$ cat config.mk
export PLATFORM = sky130hd
export DESIGN_NAME = clkdiv_dual
export DESIGN_NICKNAME = d
export VERILOG_FILES = /design/src/rtl/clkdiv_pkg.sv /design/src/rtl/clkdiv_chan.sv /design/src/rtl/clkdiv_regs.sv /design/src/rtl/clkdiv_dual.sv
export SDC_FILE = /design/constraint.sdc
export NUM_CORES = 1
export LEC_CHECK = 0
export ABC_AREA = 1
export BUFFER_PORTS_ARGS = -buffer_cell sky130_fd_sc_hd__buf_2
export CORE_MARGIN = 2
export CORE_UTILIZATION = 50
export CTS_CLUSTER_SIZE = 40
export DETAILED_ROUTE_END_ITERATION = 8
export PLACE_DENSITY_LB_ADDON = 0.05
export REMOVE_ABC_BUFFERS = 1
export SLEW_MARGIN = 10
export SYNTH_ARGS = -nofsm -noshare
export SYNTH_HDL_FRONTEND = slang
export SYNTH_SLANG_ARGS = --single-unit
$ cat constraint.sdc
create_clock -name clk -period 1.4 [get_ports clk]
set_input_delay 0.14 -clock clk [delete_from_list [all_inputs] [get_ports clk]]
set_output_delay 0.14 -clock clk [all_outputs]
set_load 0.02 [all_outputs]
$ cat src/rtl/clkdiv_pkg.sv
package clkdiv_pkg;
    localparam int FAST_CODE_W = 2;
    localparam int SLOW_CODE_W = 4;
    localparam int RATIO_W     = 4;
    localparam int REG_W       = FAST_CODE_W + SLOW_CODE_W;

    typedef enum logic [0:0] {
        ST_COUNT = 1'b0,
        ST_PULSE = 1'b1
    } div_state_e;
endpackage

$ cat src/rtl/clkdiv_chan.sv
module clkdiv_chan
    import clkdiv_pkg::*;
#(
    parameter int W         = RATIO_W,
    parameter int RST_RATIO = 1
) (
    input  logic         clk,
    input  logic         rst_n,
    input  logic [W-1:0] next_ratio,
    output logic         en
);
    localparam div_state_e RST_STATE = (RST_RATIO == 1) ? ST_PULSE : ST_COUNT;

    div_state_e   state_q, state_d;
    logic [W-1:0] cnt_q, cnt_d;
    logic [W-1:0] ratio_q, ratio_d;

    // state register
    always_ff @(posedge clk or negedge rst_n) begin
        if (!rst_n) begin
            state_q <= RST_STATE;
            cnt_q   <= '0;
            ratio_q <= W'(RST_RATIO);
        end else begin
            state_q <= state_d;
            cnt_q   <= cnt_d;
            ratio_q <= ratio_d;
        end
    end

    // next state and outputs
    always_comb begin
        state_d = state_q;
        cnt_d   = cnt_q;
        ratio_d = ratio_q;
        en      = 1'b0;
        unique case (state_q)
            ST_COUNT: begin
                cnt_d = cnt_q + W'(1);
                if (cnt_q + W'(1) == ratio_q - W'(1))
                    state_d = ST_PULSE;
            end
            ST_PULSE: begin
                en      = 1'b1;
                cnt_d   = '0;
                ratio_d = next_ratio;
                state_d = (next_ratio == W'(1)) ? ST_PULSE : ST_COUNT;
            end
            default: state_d = RST_STATE;
        endcase
    end
endmodule

$ cat src/rtl/clkdiv_regs.sv
module clkdiv_regs
    import clkdiv_pkg::*;
#(
    parameter int FW        = FAST_CODE_W,
    parameter int SW        = SLOW_CODE_W,
    parameter int W         = RATIO_W,
    parameter int RST_FAST  = 0,
    parameter int RST_SLOW  = 5
) (
    input  logic            clk,
    input  logic            rst_n,
    input  logic            wr_en,
    input  logic [FW+SW-1:0] wr_data,
    output logic [FW+SW-1:0] rd_data,
    output logic            err,
    output logic [W-1:0]    fast_ratio,
    output logic [W-1:0]    slow_ratio
);
    logic [FW-1:0] fast_q;
    logic [SW-1:0] slow_q;
    logic          err_q;
    logic [SW-1:0] wr_slow;
    logic [FW-1:0] wr_fast;

    assign wr_fast = wr_data[FW-1:0];
    assign wr_slow = wr_data[FW+SW-1:FW];

    always_ff @(posedge clk or negedge rst_n) begin
        if (!rst_n) begin
            fast_q <= FW'(RST_FAST);
            slow_q <= SW'(RST_SLOW);
            err_q  <= 1'b0;
        end else if (wr_en) begin
            fast_q <= wr_fast;
            if (wr_slow == '0) err_q  <= 1'b1;
            else               slow_q <= wr_slow;
        end
    end

    assign rd_data    = {slow_q, fast_q};
    assign err        = err_q;
    assign fast_ratio = W'(1) << fast_q;
    assign slow_ratio = W'(slow_q);
endmodule

$ cat src/rtl/clkdiv_dual.sv
module clkdiv_dual
    import clkdiv_pkg::*;
#(
    parameter int RST_FAST_CODE = 0,
    parameter int RST_SLOW_VAL  = 5
) (
    input  logic             clk,
    input  logic             rst_n,
    input  logic             wr_en,
    input  logic [REG_W-1:0] wr_data,
    output logic [REG_W-1:0] rd_data,
    output logic             div_err,
    output logic             fast_en,
    output logic             slow_en
);
    localparam int RST_FAST_RATIO = 1 << RST_FAST_CODE;

    logic [RATIO_W-1:0] fast_ratio;
    logic [RATIO_W-1:0] slow_ratio;

    clkdiv_regs #(
        .FW(FAST_CODE_W), .SW(SLOW_CODE_W), .W(RATIO_W),
        .RST_FAST(RST_FAST_CODE), .RST_SLOW(RST_SLOW_VAL)
    ) u_regs (
        .clk(clk), .rst_n(rst_n), .wr_en(wr_en), .wr_data(wr_data),
        .rd_data(rd_data), .err(div_err),
        .fast_ratio(fast_ratio), .slow_ratio(slow_ratio)
    );

    clkdiv_chan #(.W(RATIO_W), .RST_RATIO(RST_FAST_RATIO)) u_fast (
        .clk(clk), .rst_n(rst_n), .next_ratio(fast_ratio), .en(fast_en)
    );

    clkdiv_chan #(.W(RATIO_W), .RST_RATIO(RST_SLOW_VAL)) u_slow (
        .clk(clk), .rst_n(rst_n), .next_ratio(slow_ratio), .en(slow_en)
    );
endmodule

After elaboration in Yosys (flattened, before gate mapping)
Cells that the tools add are included.
{ "word_totals": {"ff_bits": 25, "latch_bits": 0, "ram_bits": 0, "mem_bits_ro": 0, "in_bits": 9, "out_inout_bits": 9, "word_cells": 34, "mem_count": 0} }
{ "op_classes": {"add_sub_neg": 4, "mul": 0, "div": 0, "n_lt_le_gt_ge": 0, "n_eq_ne": 4, "shift": 1, "mux": 10, "bitwise": 3, "reduce_logical": 3} }
{ "op_table": {"columns": ["cell", "n"], "rows": [
  ["$pmux 4 s2", 2],
  ["$add 4x1->4 const B", 2],
  ["$eq 4x1->1 const B", 2],
  ["$eq 4x4->1", 2],
  ["$sub 4x1->4 const B", 2],
  ["$mux 1", 6],
  ["$logic_not 4->1", 1],
  ["$pmux 1 s2", 2],
  ["$reduce_and 2->1", 2],
  ["$shl 1x2->4 const A", 1],
  ["$not 1->1", 3]
]} }

Depth between registers and ports, before layout
{ "logic_depth": {"word_depth": 4, "ltp_mapped": 11, "ltp_nobuf": 11} }

Hierarchy
Synthesis repeated with hierarchy kept, for this count alone.
{ "hier_totals": {"cells_unflattened": 199, "hier_area_um2": 1420.1} }
{ "by_module_without_submodules": {"columns": ["module", "instances", "cells_per_inst", "area_each_um2", "seq_area_each_um2"], "rows": [
  ["clkdiv_chan (u_fast)", 1, 79, 544.3, 227.7],
  ["clkdiv_chan (u_slow)", 1, 79, 536.8, 227.7],
  ["clkdiv_regs", 1, 41, 339.1, 177.7]
]} }

Least setup slack after synthesis
Ideal clock, no wire load.
{ "synth_timing": {"kind": "flip-flop to flip-flop", "from": "register u_slow.ratio_q[0]", "to": "register u_slow.state_q", "setup_ns": 0.116, "arrival_ns": 1.215, "setup_slack_ns": 0.069, "stages_incl_launch_ff": 9, "synth_period_minus_slack_ns": 1.331, "cell_sequence": "dfstp_2 -> inv_1 -> ha_1 -> nor2_1 -> nor2_1 -> nand3_2 -> nor2_2 -> nand2_1 -> nand2_1"} }
{ "synth_via": {"elab_chain_len": 4} }
{ "synth_rtl": {"columns": ["item", "line_no", "rtl"], "rows": [
  ["start, declared", "clkdiv_chan.sv:16", "logic [W-1:0] ratio_q, ratio_d;"],
  ["start signal, assigned", "clkdiv_chan.sv:23", "ratio_q <= W'(RST_RATIO);"],
  ["start signal, assigned", "clkdiv_chan.sv:27", "ratio_q <= ratio_d;"],
  ["$sub 4x1->4", "clkdiv_chan.sv:40", "if (cnt_q + W'(1) == ratio_q - W'(1))"],
  ["$eq 4x4->1", "clkdiv_chan.sv:40", null],
  ["$mux 1", "clkdiv_chan.sv:40", null],
  ["$pmux 1 s2", "clkdiv_chan.sv:37", "unique case (state_q)"],
  ["net u_slow.state_d", "clkdiv_chan.sv:14", "div_state_e state_q, state_d;"],
  ["end signal, assigned", "clkdiv_chan.sv:25", "state_q <= state_d;"],
  ["end, declared", "clkdiv_chan.sv:14", null]
]} }
The timed path passes the listed nets, and every way through them passes these cells.
A chain may end at the register's enable or synchronous reset.

Worst setup path after layout
Ends and elaborated chain as after synthesis.

==> impl_results.md <==
- Outcome: finished, final reports clean
- Final HPWL DP: roughly 1.7 mm
- Tcrit/Tclk final: 0.974
- Leak Pwr: between 0.0007 and 0.0008 µW
- R2r setup slk: between 0.03 and 0.04 ns
- Vias in the first global route: a little over 900
- CP Max Fanout: 2
- Final wirelength: about 2.4 mm
- TNS Setup: 0 ns
- Area Overhead vs Synth: 17.8%
- Worst EP arrival: approximately 1.6 ns
- Clock Sinks: 25
- Cells after synthesis: 167
- Peak Freq: 0.733 GHz
- CTS buffer count: 3
- Number of port buffers: 17
- Worst r2r dst: u_slow.state_q$_DFF_PN0_
- Gpl congestion: 0.755
- Clk_skew: 0.00769 ns
- Nets: 206
- Commonest cells after routing, fill and taps aside: nand2_1, inv_1, dfrtp_1, buf_2, nor2_1
- Largest net degree at the start of global routing: 26
- CTS tree: yes
- Tmin final: 1.36 ns
- Worst VDD drop: 0.00110 V
- Cell Pwr Density: ~2200 mW/mm²
- Worst-margin pin slew: roughly 0.54 ns
- Post-route ant nets: 0
- GRT Overall Usage: 0.181
- Mapped cell area: approximately 0.0013 mm²
- Min-delay worst type: primary input to flip-flop
- Crit end category: flip-flop
- Share of cells above drive strength 1: 0.245
- Worst setup SP type: flip-flop
- Global routing usage on met3: 0.0328
- Die area: slightly below 0.003 mm²
- Grt met2 use: 0.311
- RSZ-0062 raised after global routing: true
- WL per Instance: 10.6 µm
- Syn Area/Cell: 7.61 µm²
- Worst hold stages: 3
- Initial antenna violation count: 0
- # diodes: 0
- Synth cell types: 20
- # setup viols final: 0
- Initial core utilization: 0.523
- Clock-pin slew on the worst setup and hold paths: 0.14 ns
- Rel. slew slack: 0.641
- Core area: 0.00243 mm²
- Number of synthesized register bits: 25
- Die height: roughly 54 µm
- Clk buf depth: 2
- Worst Path Required: around 1.7 ns
- Iter 0 DRT Violations: 23
- Sequential-to-total area share from yosys stat: 0.498
- I/O pins: 18
- Worst r2r src: u_slow.ratio_q[0]$_DFFE_PN1P_
- Clock latency on the worst-skew pair: 0.32 ns
- DRC viols: 0
- Slew Viols, Final: 0
- CP Class: flip-flop to flip-flop
- Util after Layout: 0.616
- Max cap viols: 0
- Met1 GRT Util: 0.217
- GRT overflow: 0
- # H-tree levels: 1
- First-pass GRT wire length: 3.71 mm
- WHS Endpoint: u_regs.slow_ratio[2]$_DFFE_PN1P_
- Avg Vias per Cell: 4.86
- Leading cell type in the layout, fill and taps excluded: nand2_1
- Cell Rows: 18
- GR peak layer: met2
- First drt pass iteration count: 4
- CTS root buf: clkbuf_4
- Yosys warns: 0
- Die span in x: about 54 µm
- R2R depth: 8
- Hold Path Origin: wr_data[4]
- Vias: 1080
- Hold Violations, Final: 0
[Yosys cell counts]
cell type,instances,share of area
inv_1,21,0.062
ha_1,4,0.039
o21ai_1,4,0.016
o21bai_1,1,0.0059
nor3_1,1,0.0039
nor2_2,1,0.0049
inv_2,5,0.015
nand4_1,5,0.025
nand2_1,57,0.17
o22ai_1,2,0.0098
nand3_2,1,0.0079
clkbuf_1,1,0.0029
dfstp_2,6,0.12
o21ai_0,8,0.031
dfrtp_1,19,0.37
clkinv_1,2,0.0059
nor2_1,16,0.047
xnor2_1,2,0.014
buf_2,1,0.0039
nand3_1,10,0.039
[metrics by stage]
stage	power (µW)	std cells	area, µm²	worst slack (ns)	hold slack (ns)
2_1_floorplan	2450	165	1260	0.0582	-0.156
3_3_place_gp	2730	214	1400	0.0674	0.157
3_5_place_dp	2830	214	1400	0.0208	0.158
4_1_cts	3170	220	1450	0.00724	0.00698
5_1_grt	3720	222	1500	-0.0198	0.0135
6_report	3360	222	1500	0.0363	0.0182
[final cells by class]
type | count | area [µm²]
fill | 222 | 935
sequential | 25 | 633
multi-input combinational | 112 | 559
timing repair buffer | 23 | 133
inverter | 28 | 108
tap | 30 | 37.5
clock buffer | 3 | 22.5
clock inverter | 1 | 5.00
[per-layer routing]
| metal | routed length [µm] | part of all wire |
|---|---|---|
| met5 | 0 | 0 |
| met4 | 29 | 0.012 |
| met2 | 1190 | 0.51 |
| met1 | 1070 | 0.45 |
| met3 | 63 | 0.027 |
[power by group]
part	leakage [µW]	internal (µW)	switching, µW	total, µW
Sequential	0.000295	1030	225	1250
Clock	0.0000177	107	212	319
Combinational	0.000480	758	1030	1790
Total	0.000793	1890	1470	3360
[cells by family after synthesis]
logic type	count (synthesis)	share of synthesized area
xor+xnor	2	0.0138
compound gates	15	0.0630
flops	25	0.498
simple gates	91	0.296
buf+inv	30	0.0896
fa+ha+maj	4	0.0394
[worst max-delay path by stage]
stage / start / endpoint / slack, ns
3_3_place_gp: u_slow.ratio_q[0]$_DFFE_PN1P_ / u_slow.state_q$_DFF_PN0_ / 0.07
6_report: u_slow.ratio_q[0]$_DFFE_PN1P_ / u_slow.state_q$_DFF_PN0_ / 0.04
5_1_grt: u_slow.ratio_q[0]$_DFFE_PN1P_ / u_slow.state_q$_DFF_PN0_ / -0.02
3_5_place_dp: u_slow.ratio_q[0]$_DFFE_PN1P_ / u_slow.state_q$_DFF_PN0_ / 0.02
4_1_cts: u_fast.ratio_q[0]$_DFFE_PN1P_ / u_fast.state_q$_DFF_PN1_ / 0.007
2_1_floorplan: u_slow.ratio_q[0]$_DFFE_PN1P_ / u_slow.state_q$_DFF_PN0_ / 0.06
[sequential cells by signal (all words and copies together) (netlist names)]
register           cells
u_fast.cnt_q           4
u_fast.ratio_q         4
u_fast.state_q         1
u_regs.err             1
u_regs.fast_q          2
u_regs.slow_ratio      4
u_slow.cnt_q           4
u_slow.ratio_q         4
u_slow.state_q         1
[critical path: stages (launching register included)]
cell and delay [ns]:
dfstp_2 0.56, inv_2 0.05, ha_4 0.27, nor2_2 0.04, nor2_1 0.13, nand3_2 0.09, nor2_2 0.08, nand2_1 0.05
nand2_1 0.05
[repair_timing]
| item | CTS | global route |
|---|---|---|
| gates resized for setup | 0 | 9 |
| setup buffers | 1 | 2 |
| hold endpoints to repair | 19 | 0 |
| endpoints found under the setup margin | 1 | 3 |
| hold buffers | 1 | 0 |
| pin swaps | 0 | 9 |
No activity file was read; power rests on OpenSTA's default activity.
